<file path="config.mk">
export PLATFORM = sky130hd
export DESIGN_NAME = bilbo_reg
export DESIGN_NICKNAME = d
export VERILOG_FILES = /design/src/rtl/bilbo_pkg.sv /design/src/rtl/bilbo_feedback.sv /design/src/rtl/bilbo_stage.sv /design/src/rtl/bilbo_reg.sv
export SDC_FILE = /design/constraint.sdc
export NUM_CORES = 1
export LEC_CHECK = 0
export ABC_AREA = 1
export BUFFER_PORTS_ARGS = -buffer_cell sky130_fd_sc_hd__buf_4
export CORE_AREA = 4 4 41 43
export CTS_BUF_LIST = sky130_fd_sc_hd__clkbuf_16
export DETAILED_ROUTE_END_ITERATION = 10
export DIE_AREA = 0 0 45 47
export SYNTH_ARGS = -nofsm -noshare
export SYNTH_HDL_FRONTEND = slang
export SYNTH_SLANG_ARGS = --single-unit
</file>
<file path="constraint.sdc">
create_clock -name clk -period 0.8 [get_ports clk]
set_input_delay 0.04 -clock clk [delete_from_list [all_inputs] [get_ports clk]]
set_output_delay 0.04 -clock clk [all_outputs]
set_load 0.02 [all_outputs]
</file>
<file path="src/rtl/bilbo_pkg.sv">
package bilbo_pkg;
  typedef enum logic [1:0] {
    MODE_SHIFT = 2'b00,
    MODE_CLEAR = 2'b01,
    MODE_SIG   = 2'b10,
    MODE_LOAD  = 2'b11
  } bilbo_mode_e;
endpackage

</file>
<file path="src/rtl/bilbo_feedback.sv">
// Parity of the register state masked by the feedback taps.
module bilbo_feedback #(
  parameter int          W    = 3,
  parameter logic [W-1:0] TAPS = W'(6)
) (
  input  logic [W-1:0] state,
  output logic         fb
);
  logic [W-1:0] masked;
  always_comb begin
    masked = state & TAPS;
    fb = ^masked;
  end
endmodule

</file>
<file path="src/rtl/bilbo_stage.sv">
// One register stage with its mode multiplexer.
module bilbo_stage
  import bilbo_pkg::*;
(
  input  logic        clk,
  input  logic        rst,
  input  bilbo_mode_e mode,
  input  logic        par_bit,
  input  logic        shift_src,
  input  logic        sig_src,
  output logic        q
);
  logic nxt;

  always_comb begin
    unique case (mode)
      MODE_LOAD:  nxt = par_bit;
      MODE_CLEAR: nxt = 1'b0;
      MODE_SHIFT: nxt = shift_src;
      MODE_SIG:   nxt = par_bit ^ sig_src;
      default:    nxt = 1'b0;
    endcase
  end

  always_ff @(posedge clk) begin
    if (rst) q <= 1'b0;
    else     q <= nxt;
  end
endmodule

</file>
<file path="src/rtl/bilbo_reg.sv">
module bilbo_reg
  import bilbo_pkg::*;
#(
  parameter int           W    = 3,
  parameter logic [W-1:0] TAPS = W'(6)
) (
  input  logic         clk,
  input  logic         rst,
  input  logic [1:0]   mode,
  input  logic [W-1:0] data_in,
  input  logic         scan_in,
  output logic [W-1:0] data_out,
  output logic         scan_out
);
  localparam int LAST = W - 1;

  bilbo_mode_e  mode_e;
  logic [W-1:0] state;
  logic         fb;

  assign mode_e = bilbo_mode_e'(mode);

  bilbo_feedback #(.W(W), .TAPS(TAPS)) u_fb (
    .state (state),
    .fb    (fb)
  );

  for (genvar i = 0; i < W; i++) begin : g_stage
    if (i == 0) begin : g_head
      bilbo_stage u_stage (
        .clk       (clk),
        .rst       (rst),
        .mode      (mode_e),
        .par_bit   (data_in[0]),
        .shift_src (scan_in),
        .sig_src   (fb),
        .q         (state[0])
      );
    end else begin : g_body
      bilbo_stage u_stage (
        .clk       (clk),
        .rst       (rst),
        .mode      (mode_e),
        .par_bit   (data_in[i]),
        .shift_src (state[i-1]),
        .sig_src   (state[i-1]),
        .q         (state[i])
      );
    end
  end

  assign data_out = state;
  assign scan_out = state[LAST];
endmodule

</file>
=== After elaboration in Yosys (flattened, before gate mapping) ===
Cells that the tools add are included.

* Flip-flop bits (word level): 3
* Input bits: 8
* Output and inout bits: 4
* Word-level logic and storage cells: 14

* Equal/unequal tests: 3
* Multiplexer cells: 3
* Bitwise gates (word level): 3
* Reduce and logical (&&, ||, !) cells: 2

{| class="wikitable"
|+ Operator list
! kind !! number
|-
| 1-bit one-hot mux with 4 select lines || 3
|-
| 2-bit equality test (second input constant) || 2
|-
| 3-bit XOR reduction || 1
|-
| 1-bit bitwise XOR || 3
|-
| 2-bit by 1-bit equality test with 1-bit output (second input constant) || 1
|-
| 2-bit zero test || 1
|}

=== Depth between registers and ports, before layout ===
* Word-level depth: 3
* Mapped depth: 6
* Depth with buffers taken out: 6

=== Hierarchy ===
A second synthesis with hierarchy kept.

* Cells, all modules: 45
* Area total of the unflattened synthesis: 240.2 um2

{| class="wikitable"
|+ By module, submodules not included
! module !! instances !! cells each !! area an instance (um2) !! seq. area each (um2)
|-
| bilbo_stage || 3 || 13 || 71.3 || 20.0
|-
| bilbo_feedback || 1 || 5 || 18.8 || 0.0
|-
| bilbo_reg || 1 || 1 || 7.5 || 0.0
|}

=== Worst setup path after synthesis ===
OpenSTA, ideal clock, no wires.

* Path kind: register -> register
* From: register g_stage[2].g_body.u_stage.q
* To: register g_stage[0].g_head.u_stage.q
* Library setup time: 70 ps
* Arrival time: 800 ps
* Required time: 730 ps
* Setup slack: -70 ps
* Stages on the path, launching flop included: 7
* Buffers on the path: 0
* Clock period less this slack: 870 ps
* Cell sequence: dfxtp_1 inv_1 nand2_1 nand2_1 nand2_1 nand2_1 a21oi_1

* Cells in the longest elaborated chain, start to end: 3

{| class="wikitable"
|+ RTL lines
! item !! RTL line !! source
|-
| from (decl) || bilbo_stage.sv:11 || <nowiki>output logic q</nowiki>
|-
| from (signal assigned) || bilbo_stage.sv:27 || <nowiki>else q <= nxt;</nowiki>
|-
| 3-bit XOR reduction || bilbo_feedback.sv:12 || <nowiki>fb = ^masked;</nowiki>
|-
| 1-bit bitwise XOR || bilbo_stage.sv:20 || <nowiki>MODE_SIG: nxt = par_bit ^ sig_src;</nowiki>
|-
| 1-bit one-hot mux with 4 select lines || bilbo_stage.sv:16 || <nowiki>unique case (mode)</nowiki>
|-
| to (signal assigned) || bilbo_stage.sv:27 ||
|-
| to (decl) || bilbo_stage.sv:11 ||
|}

No other way between the ends.
A chain may end at the register's enable or synchronous reset.

=== Worst setup path in the final report ===
Same ends and word-level chain as after synthesis.

==> out/results.txt <==
Share of layout cells above drive strength 1 -> 45.5%
First-pass GRT wire length -> 800 um
Gr usage total -> 6.24%
Worst r2r src -> g_stage[2].g_body.u_stage.q$_SDFF_PP0_
Most frequent cells in the layout -> 10 x nand2_1, 9 x buf_4, 5 x inv_1
N_diodes -> 0
Commonest non-fill, non-tap cell in the layout -> nand2_1
Clock Latency Late Sink -> 0.22 ns
CP required -> 0.91 ns
Antenna violations before repair -> 0
Worst Hold Slack -> 0.100 ns
Critical Path Start Type -> register
Final WL -> 524 um
Cell taking the most area after synthesis -> dfxtp_1
Mean post-synth cell area -> 6.26 um^2
Setup TNS -> 0 ns
Total number of vias -> 229
Outcome -> completed
CTS tree -> done
Max_cap viols -> 0
FF-to-FF path depth -> 4
DRT Pass-1 Iters -> 4
HPWL after DPL -> 381 um
WS Path Type -> register to register
Clk buf depth -> 2
Post-CTS Setup Bufs -> 0
CP endpoint kind -> register
DRT iter0 DRCs -> 2
Largest cells by area after synthesis -> dfxtp_1 31%, nand2_1 23%, buf_4 12%, inv_1 9.7%, o21bai_1 7.7%
Die footprint -> 0.00212 mm^2
Final Skew -> 0.00151 ns
Synth top area share -> 31.0%
Core footprint -> 0.00130 mm^2
Largest net degree at the start of global routing -> 5
Number of nets in the layout -> 53
Hold-critical path endpoint -> g_stage[0].g_head.u_stage.q$_SDFF_PP0_
FMAX -> 1280 MHz
CP arrival -> 0.89 ns
Area Overhead vs Synth -> 97.4%
DIE WIDTH -> 45 um
H-tree levels -> 1
Die Y -> 47 um
Starting density of the core -> 14.9%
Placed insts -> 55
GR Overflow Total -> 0
CTS Sinks -> 3
Crit-path cells -> nand2_1, nand3_1, nand2_2, a21oi_2
Sequential area share after synthesis -> 31.0%
Worst VDD drop -> 1.25 mV
RSZ-0062 raised after global routing -> true
Mapped Nets -> 39
Worst hold start -> rst
I/O pin total -> 12
Row count -> 13
DRC viols -> 0
Leak Pwr -> 0.198 nW
Synthesized area -> 194 um^2
Final worst-path cycle share -> 97.5%
P per Cell Area -> 2820 mW/mm^2
Number of routed nets with antenna violations -> 0
Finished Layout Cells -> 59
R2R Path End -> g_stage[0].g_head.u_stage.q$_SDFF_PP0_
Slew Limit Fails -> 0
Hold path cells -> 3
Count of cell types in the netlist -> 9
Maximum fanout along the worst path -> 4
Worst Tran Pin Value -> 0.164 ns
RePlAce Congestion -> 0.622
Post-Syn Instances -> 31
Clock period minus worst slack -> 0.780 ns
Reg-to-reg slack, setup -> 0.02 ns
Max stage delay on crit path -> 0.35 ns
Ys Warns -> 0
Clock Tree Root -> clkbuf_16
I/O Buffers -> 11
WL/cell -> 8.88 um
PnR Total Power -> 1.08 mW
Clock-pin transition on the worst setup and hold timing paths -> 0.03 ns
Synthesized flop and latch total -> 3
Vias/cell -> 3.88
CTS buffer count -> 3
Final setup vio count -> 0
Headroom to the max-slew limit -> 89.1%
Vias in the first global route -> 206
Slowest CP cell -> dfxtp_4
Hold Crit Class -> primary input to register
Final hold violation count -> 0
routing by layer:
metal,part of all wire [%],track usage (%)
met5,0,0
met1,36,5.67
met4,1.3,7.02
met3,14,6.13
met2,48,7.34
stage by stage:
stage / setup slack (ns) / utilization [%] / area, um^2
floorplan: 0.0155 / - / 195
global route: -0.0322 / 29.4 / 383
detailed placement: 0.0443 / 21.6 / 282
finish: 0.0199 / 29.4 / 383
CTS: 0.000287 / 28.7 / 373
global placement: 0.0331 / 21.6 / 282
critical path: cells and delay by family (launching register included):
kind	cells	cell delay, ns
flip-flops	1	0.35
AND/OR/NAND/NOR	3	0.27
AO/OA/AOI/OAI	1	0.05
kinds of logic (layout without fill, tap and decap cells):
kind of cell	after synthesis	in the layout	synth area share, %
XOR/XNOR	1	1	4.52
flip-flops	3	3	31.0
AND/OR/NAND/NOR	15	15	30.3
buffers and inverters	8	21	21.3
AO/OA/AOI/OAI	4	4	12.9
worst max path at each step:
stage                                             endpoint  slack (ns)                                    from  cells past startpoint
detailed placement  g_stage[0].g_head.u_stage.q$_SDFF_PP0_        0.04  g_stage[2].g_body.u_stage.q$_SDFF_PP0_                      6
global placement    g_stage[0].g_head.u_stage.q$_SDFF_PP0_        0.03  g_stage[2].g_body.u_stage.q$_SDFF_PP0_                      6
finish              g_stage[0].g_head.u_stage.q$_SDFF_PP0_        0.02  g_stage[2].g_body.u_stage.q$_SDFF_PP0_                      4
CTS                 g_stage[0].g_head.u_stage.q$_SDFF_PP0_      0.0003  g_stage[2].g_body.u_stage.q$_SDFF_PP0_                      6
floorplan           g_stage[0].g_head.u_stage.q$_SDFF_PP0_        0.02  g_stage[2].g_body.u_stage.q$_SDFF_PP0_                      6
global route        g_stage[0].g_head.u_stage.q$_SDFF_PP0_       -0.03  g_stage[2].g_body.u_stage.q$_SDFF_PP0_                      4
flip-flops by register name, indices dropped and copies added, names as in the netlist:
register and flops:
g_stage.g_body.u_stage.q 2, g_stage.g_head.u_stage.q 1
power breakdown:
group | switching [mW] | leakage, nW | internal (mW)
clock network | 0.132 | 0.0423 | 0.644
logic | 0.0640 | 0.130 | 0.0685
registers | 0.00962 | 0.0259 | 0.161
total | 0.206 | 0.198 | 0.874
synthesized netlist by cell type:
cell type	n
nand2_1	12
inv_1	5
buf_4	3
dfxtp_1	3
a21oi_1	2
nand3_1	2
o21bai_1	2
nor2_1	1
xnor2_1	1
layout make-up:
class,instances,area [um^2]
timing repair buffer,12,100
sequential,3,65.1
fill,151,918
multi-input combinational,20,101
clock buffer,3,75.1
inverter,5,18.8
clock inverter,1,3.75
tap,15,18.8
repair_timing:
item                                   in CTS  in global routing
setup endpoints to repair                   2                  3
endpoints found under the hold margin       2                  0
pin swaps                                   0                  1
resized for setup                           3                  5
hold buffers                                1                  0
(Power assumes the default switching activity.)
